`src/rtl/dfc_pkg.sv`:
```
package dfc_pkg;

    typedef enum logic [2:0] {
        ST_IDLE,
        ST_ARB,
        ST_RD,
        ST_WR,
        ST_ACK
    } dfc_state_e;

    localparam logic [1:0] FC_CHAN = 2'd0;
    localparam logic [1:0] FC_SRC  = 2'd1;
    localparam logic [1:0] FC_DST  = 2'd2;

endpackage

```
`src/rtl/dfc_legal_check.sv`:
```
module dfc_legal_check
    import dfc_pkg::*;
(
    input  logic [1:0] xfer_kind,
    input  logic [1:0] flow_sel,
    input  logic       count_zero,
    output logic       legal
);
    logic pair_ok;

    always_comb begin
        unique case (xfer_kind)
            2'b00:   pair_ok = (flow_sel == FC_CHAN);
            2'b01:   pair_ok = (flow_sel == FC_CHAN) || (flow_sel == FC_DST);
            2'b10:   pair_ok = (flow_sel == FC_CHAN) || (flow_sel == FC_SRC);
            default: pair_ok = (flow_sel == FC_CHAN);
        endcase
    end

    // a channel-counted block must hold at least one item
    assign legal = pair_ok && !((flow_sel == FC_CHAN) && count_zero);

endmodule

```
`src/rtl/dfc_hs_side.sv`:
```
module dfc_hs_side (
    input  logic hs_en,
    input  logic hs_pol,
    input  logic pin_single,
    input  logic pin_burst,
    input  logic pin_last,
    input  logic ack_int,
    output logic act_single,
    output logic act_burst,
    output logic act_last,
    output logic ack_pin
);
    // polarity 1 = active low; a disabled side presents no request
    assign act_single = hs_en & (pin_single ^ hs_pol);
    assign act_burst  = hs_en & (pin_burst ^ hs_pol);
    assign act_last   = hs_en & (pin_last ^ hs_pol);
    assign ack_pin    = (hs_en & ack_int) ^ hs_pol;

endmodule

```
`src/rtl/dma_flow_channel.sv`:
```
module dma_flow_channel
    import dfc_pkg::*;
#(
    parameter int ADDR_W  = 16,
    parameter int DATA_W  = 32,
    parameter int BLK_W   = 12,
    parameter int BURST_W = 4
) (
    input  logic               clk,
    input  logic               rst_n,
    input  logic               start,
    input  logic [1:0]         cfg_xfer_kind,
    input  logic [1:0]         cfg_flow_sel,
    input  logic [BLK_W-1:0]   cfg_block_items,
    input  logic [BURST_W-1:0] cfg_burst_len,
    input  logic [ADDR_W-1:0]  cfg_src_addr,
    input  logic [ADDR_W-1:0]  cfg_dst_addr,
    input  logic               cfg_src_hs_en,
    input  logic               cfg_dst_hs_en,
    input  logic               cfg_src_pol,
    input  logic               cfg_dst_pol,
    input  logic               cfg_prefetch,
    input  logic               src_req_single,
    input  logic               src_req_burst,
    input  logic               src_req_last,
    output logic               src_ack,
    input  logic               dst_req_single,
    input  logic               dst_req_burst,
    input  logic               dst_req_last,
    output logic               dst_ack,
    output logic               bus_valid,
    output logic               bus_write,
    output logic [ADDR_W-1:0]  bus_addr,
    output logic [DATA_W-1:0]  bus_wdata,
    input  logic [DATA_W-1:0]  bus_rdata,
    input  logic               bus_ready,
    output logic               chan_en,
    output logic               cfg_error,
    output logic               block_done
);
    localparam int CMP_W = (BLK_W > BURST_W) ? BLK_W : BURST_W;
    localparam int N_SIDE = 2;  // index 0 = source, 1 = destination

    typedef struct packed {
        dfc_state_e         st;
        logic [BURST_W-1:0] txn_left;
        logic [BLK_W-1:0]   blk_left;
        logic [ADDR_W-1:0]  src_a;
        logic [ADDR_W-1:0]  dst_a;
        logic [DATA_W-1:0]  hold;
        logic               hold_vld;
        logic               last_seen;
        logic               en;
        logic               err;
        logic               done;
    } dfc_regs_t;

    dfc_regs_t r_d, r_q;

    // handshake sides
    logic [N_SIDE-1:0] pin_s, pin_b, pin_l, side_en, side_pol;
    logic [N_SIDE-1:0] act_s, act_b, act_l, ack_i, ack_o;

    assign pin_s    = {dst_req_single, src_req_single};
    assign pin_b    = {dst_req_burst,  src_req_burst};
    assign pin_l    = {dst_req_last,   src_req_last};
    assign side_en  = {cfg_dst_hs_en,  cfg_src_hs_en};
    assign side_pol = {cfg_dst_pol,    cfg_src_pol};

    for (genvar g = 0; g < N_SIDE; g++) begin : g_side
        dfc_hs_side u_side (
            .hs_en      (side_en[g]),
            .hs_pol     (side_pol[g]),
            .pin_single (pin_s[g]),
            .pin_burst  (pin_b[g]),
            .pin_last   (pin_l[g]),
            .ack_int    (ack_i[g]),
            .act_single (act_s[g]),
            .act_burst  (act_b[g]),
            .act_last   (act_l[g]),
            .ack_pin    (ack_o[g])
        );
    end

    assign src_ack = ack_o[0];
    assign dst_ack = ack_o[1];

    logic legal;
    dfc_legal_check u_legal (
        .xfer_kind  (cfg_xfer_kind),
        .flow_sel   (cfg_flow_sel),
        .count_zero (cfg_block_items == '0),
        .legal      (legal)
    );

    // transaction decode
    logic [N_SIDE-1:0]  is_per, side_ok;
    logic               go, is_burst, fc_chan, last_now, pf_ok;
    logic [BURST_W-1:0] blen_eff, n_raw, n_sel;

    assign is_per   = {cfg_xfer_kind[0], cfg_xfer_kind[1]};
    assign side_ok  = ~is_per | act_s | act_b;
    assign go       = &side_ok;
    assign is_burst = &(~is_per | act_b);
    assign fc_chan  = (cfg_flow_sel == FC_CHAN);
    assign last_now = ((cfg_flow_sel == FC_SRC) && act_l[0]) ||
                      ((cfg_flow_sel == FC_DST) && act_l[1]);
    assign pf_ok    = (cfg_flow_sel == FC_DST) && cfg_prefetch &&
                      !is_per[0] && !r_q.hold_vld;
    assign blen_eff = (cfg_burst_len == '0) ? BURST_W'(1) : cfg_burst_len;
    assign n_raw    = is_burst ? blen_eff : BURST_W'(1);
    assign n_sel    = (fc_chan && (CMP_W'(r_q.blk_left) < CMP_W'(n_raw)))
                      ? BURST_W'(r_q.blk_left) : n_raw;

    always_comb begin
        r_d      = r_q;
        r_d.done = 1'b0;
        unique case (r_q.st)
            ST_IDLE: begin
                if (start) begin
                    if (!legal) begin
                        r_d.err = 1'b1;
                    end else begin
                        r_d.err       = 1'b0;
                        r_d.en        = 1'b1;
                        r_d.src_a     = cfg_src_addr;
                        r_d.dst_a     = cfg_dst_addr;
                        r_d.blk_left  = cfg_block_items;
                        r_d.txn_left  = '0;
                        r_d.hold_vld  = 1'b0;
                        r_d.last_seen = 1'b0;
                        r_d.st        = ST_ARB;
                    end
                end
            end
            ST_ARB: begin
                if (go) begin
                    // a pending request wins over a read-ahead
                    r_d.txn_left  = n_sel;
                    r_d.last_seen = last_now;
                    r_d.st        = r_q.hold_vld ? ST_WR : ST_RD;
                end else if (pf_ok) begin
                    r_d.st = ST_RD;
                end
            end
            ST_RD: begin
                if (bus_ready) begin
                    r_d.hold     = bus_rdata;
                    r_d.hold_vld = 1'b1;
                    r_d.src_a    = r_q.src_a + {{(ADDR_W-1){1'b0}}, ~is_per[0]};
                    r_d.st       = (r_q.txn_left != '0) ? ST_WR : ST_ARB;
                end
            end
            ST_WR: begin
                if (bus_ready) begin
                    r_d.hold_vld = 1'b0;
                    r_d.dst_a    = r_q.dst_a + {{(ADDR_W-1){1'b0}}, ~is_per[1]};
                    r_d.txn_left = r_q.txn_left - BURST_W'(1);
                    if (fc_chan) begin
                        r_d.blk_left = r_q.blk_left - BLK_W'(1);
                    end
                    r_d.st = (r_q.txn_left == BURST_W'(1)) ? ST_ACK : ST_RD;
                end
            end
            ST_ACK: begin
                if (fc_chan ? (r_q.blk_left == '0) : r_q.last_seen) begin
                    r_d.st   = ST_IDLE;
                    r_d.en   = 1'b0;
                    r_d.done = 1'b1;
                end else begin
                    r_d.st = ST_ARB;
                end
            end
            default: r_d.st = ST_IDLE;
        endcase
    end

    always_ff @(posedge clk or negedge rst_n) begin
        if (!rst_n) begin
            r_q <= '{st: ST_IDLE, default: '0};
        end else begin
            r_q <= r_d;
        end
    end

    assign ack_i      = (r_q.st == ST_ACK) ? is_per : '0;
    assign bus_valid  = (r_q.st == ST_RD) || (r_q.st == ST_WR);
    assign bus_write  = (r_q.st == ST_WR);
    assign bus_addr   = (r_q.st == ST_WR) ? r_q.dst_a : r_q.src_a;
    assign bus_wdata  = r_q.hold;
    assign chan_en    = r_q.en;
    assign cfg_error  = r_q.err;
    assign block_done = r_q.done;

endmodule

```
`config.mk`:
```
export PLATFORM = sky130hd
export DESIGN_NAME = dma_flow_channel
export DESIGN_NICKNAME = d
export VERILOG_FILES = /design/src/rtl/dfc_pkg.sv /design/src/rtl/dfc_legal_check.sv /design/src/rtl/dfc_hs_side.sv /design/src/rtl/dma_flow_channel.sv
export SDC_FILE = /design/constraint.sdc
export NUM_CORES = 1
export LEC_CHECK = 0
export ABC_CLOCK_PERIOD_IN_PS = 1800
export CAP_MARGIN = 20
export CORE_ASPECT_RATIO = 1.4
export CORE_UTILIZATION = 35
export CTS_CLUSTER_DIAMETER = 200
export DETAILED_ROUTE_END_ITERATION = 10
export GPL_ROUTABILITY_DRIVEN = 0
export PLACE_DENSITY_LB_ADDON = 0.15
export SLEW_MARGIN = 15
export SYNTH_ARGS = -nofsm -noshare
export SYNTH_HDL_FRONTEND = slang
export SYNTH_SLANG_ARGS = --single-unit
```
`constraint.sdc`:
```
create_clock -name clk -period 1.8 [get_ports clk]
set_input_delay 0.18 -clock clk [delete_from_list [all_inputs] [get_ports clk]]
set_output_delay 0.18 -clock clk [all_outputs]
set_load 0.005 [all_outputs]
```
==> reports/results.tsv <==
metric	value	unit
cp-start-kind	input port	
cts_buffers	9	
core_region_area	15500	um2
die-area	16300	um2
violations	negative setup slack	
path_buf_inv	3	
powerDensity	1620	nW/um2
hp-start	cfg_block_items[6]	
cts.sinks	88	
clkPwrFrac	12.7	%
synth_fa_ha_area_share	2.49	%
path_clk_slew	0.07	ns
pre_cts_ws	-0.909	ns
synth-seq-cells	88	
fp.dieH	151	um
slew_violations	0	
p_switching	6.23	mW
drv_cap	0	
ff2ff_path_depth	7	
fin_crit_sh	109	%
worstSkewPairLatency	0.34	ns
synth_area_per_cell	7.90	um2
synth_ff_type	dfrtp_1	
ant_nets	0	
grt_pass1_vias	6190	
combPwrFrac	62.6	%
finalHoldViolations	0	
fin_nets	1068	
fill_cells	1304	
synth_nets	811	
wl	19.7	mm
relSlewSlack	68.6	%
grt_pass1_wl	30.0	mm
critPathMostFrequentCell	buf_6	
cp.arrival	2.23	ns
whs_path_depth	3	
die_w	108	um
async_flop_share	100	%
remaining_drc_errors	0	
seq_power_share	24.6	%
skew	0.00963	ns
post-dp-hpwl	12.9	mm
required	2.07	ns
cp_max_fo	5	
grt_use_total	23.4	%
min_period	1.96	ns
synth_area	5540	um2
setup_violations	8	
syn_to_final_growth	70.8	%
tightest_slew	0.471	ns
first_pass_iters	5	
via_count	6192	
leakage	4.22	nW
numPortBuffers	153	
layout-drive-gt1-share	33.6	%
drt_iter0_drc	507	
status	complete, but fails checks	
synth.yosys.warnings	0	
tns	-0.636	ns
grt_max_degree	39	
gr-total-overflow	0	
worst_r2r_startpoint	r_q[70]	
min_to	r_q[75]	
ys_seq_area_share	39.8	%
internal_power	9.11	mW
synth_cells	701	
crit_family	compound AO/OA/AOI/OAI gates	
htree_num_levels	3	
r2r_end	r_q[84]	
synth_edf_count	0	
cts-root-buf	clkbuf_16	
synth_mux_area_share	0.181	%
synthXorXnorAreaFrac	0.949	%
rows	54	
path_class	input port to flop	
fmax	511	MHz
cts_tree	done	
synth_cell_types	68	
synthSimpleGateAreaFrac	26.7	%
switching_share	40.6	%
antenna_found_initial	0	
initial_core_util	35.6	%
io_pins	154	
min_path_type	input port to flop	
totalPowerFinal	15.3	mW
r2r_slack	-0.08	ns
clk_path_buf_depth	2	
synth_compound_area_share	21.3	%
slowest_delay	0.39	ns
rsz0062_at_grt	true	
via_per_inst	5.34	
crit_slowest_cell	a2111oi_4	
wl_per_cell	16.9	um
crit_chain	buf_6 > xnor2_2 > o21ai_2 > and2_4 > nand2_4 > ha_4 > and3_4 > buf_6 > nand4_1 > buf_6 > a2111oi_4 > a221oi_2 > o21ai_1	
crit_path_end_kind	flop	
synth_top_family_by_area	simple AND/OR/NAND/NOR gates	
fin_ws	-0.158	ns
ir_drop	770	uV
[registers in the layout, summed over array words and instances (netlist names)]
signal	flops
r_q	53
cfg_error	1
chan_en	1
block_done	1
bus_wdata	32
[worst max path at each step]
stage,cells past startpoint,slack [ns],startpoint,to
4_1_cts,12,-0.13,cfg_dst_pol,r_q[84]
6_report,13,-0.16,cfg_src_pol,r_q[83]
3_5_place_dp,12,-0.91,src_req_burst,r_q[84]
3_3_place_gp,12,-0.87,src_req_burst,r_q[84]
2_1_floorplan,11,-0.33,src_req_burst,r_q[84]
5_1_grt,13,-0.23,src_req_burst,r_q[83]
[routing by layer]
metal | routed length (um) | track usage, %
met2 | 10600 | 42.8
met1 | 7510 | 26.8
met5 | 0 | 0
met4 | 620 | 10.1
met3 | 963 | 3.44
[area by class of cell]
class | instances | area, um2 | share of cell area (%)
Multi-Input combinational cell | 522 | 3520 | 37.2
Timing Repair Buffer | 313 | 3080 | 32.6
Sequential cell | 88 | 2200 | 23.3
Tap cell | 196 | 245 | 2.59
Clock buffer | 11 | 243 | 2.57
Inverter | 24 | 97.6 | 1.03
Clock inverter | 5 | 63.8 | 0.675
Antenna cell | 1 | 2.50 | 0.0265
[kinds of logic (layout without fill, tap and decap cells)]
kind of cell / after synthesis / in the layout
AOI/OAI and AO/OA: 182 / 182
xor gates and xnor gates: 6 / 6
adders and majority gates: 11 / 11
buffers and inverters: 91 / 353
DFF: 88 / 88
muxes: 1 / 1
other: 0 / 1
and+or+nand+nor: 322 / 322
[power groups by stage]
stage               clock network (mW)  logic, mW  registers, mW
detailed placement                   0       7.40           3.70
CTS                               1.98       8.48           3.70
finish                            1.95       9.62           3.78
floorplan                            0       4.19           3.51
global placement                     0       7.23           3.65
global route                      2.07       10.4           3.90
[metrics by stage]
stage	util [%]	cell area (um2)	hold slack [ns]	std cells
floorplan	-	5600	-0.116	701
global placement	50.9	7900	0.158	1090
detailed placement	50.9	7900	0.163	1090
CTS	57.3	8900	0.299	1140
global route	60.8	9450	0.288	1159
finish	60.9	9460	0.239	1160
[synthesized netlist by cell type, drive strengths merged, types with 4 or more instances]
cell	number	area [um2]
nand2	180	676
dfrtp	88	2200
a21oi	55	287
buf	44	304
nor2	44	168
o21ai	44	224
inv	24	90.1
clkbuf	23	86.3
nand3	21	105
nor3	17	95.1
o22ai	15	93.8
and3	13	83.8
a31oi	12	75.1
ha	11	138
o31ai	11	92.6
nand4	10	62.6
nor4	9	75.1
a22oi	8	60.1
a2bb2oi	7	61.3
nand2b	6	37.5
a211oi	5	42.5
o22a	5	52.6
and2	4	25.0
o211ai	4	43.8
xnor2	4	35.0
[worst min-delay path: cells and delay by family]
family | cells | cell delay (ns)
AOI/OAI and AO/OA | 2 | 0.20
buffers and inverters | 1 | 0.16
[cells in the final DEF (no fill, tap or decap), drive strengths merged, types with 3 or more instances in the layout]
cell,instances
a211oi,5
buf,165
o22ai,15
a21o,3
nand2,180
a2bb2oi,7
and2,4
a31oi,12
inv,25
o31ai,11
xnor2,4
o211ai,4
o21ai,44
a22oi,8
or3,3
nor4,9
clkdlybuf4s50,116
nand4,10
nor2,44
clkbuf,26
nand2b,6
clkdlybuf4s15,5
a21oi,55
dlymetal6s2s,7
nor3,17
nand3,21
dfrtp,88
or2,3
o22a,5
and3,13
nor2b,3
ha,11
[repair_timing]
| action | CTS | global route |
|---|---|---|
| endpoints found under the setup margin | 74 | 61 |
| cloned | 7 | 4 |
| hold buffers | 1 | 0 |
| setup buffers | 26 | 15 |
| endpoints found under the hold margin | 28 | 0 |
| pin swaps | 31 | 47 |
| resized for setup | 169 | 109 |
Note: power is estimated with default switching activity, not from simulation.
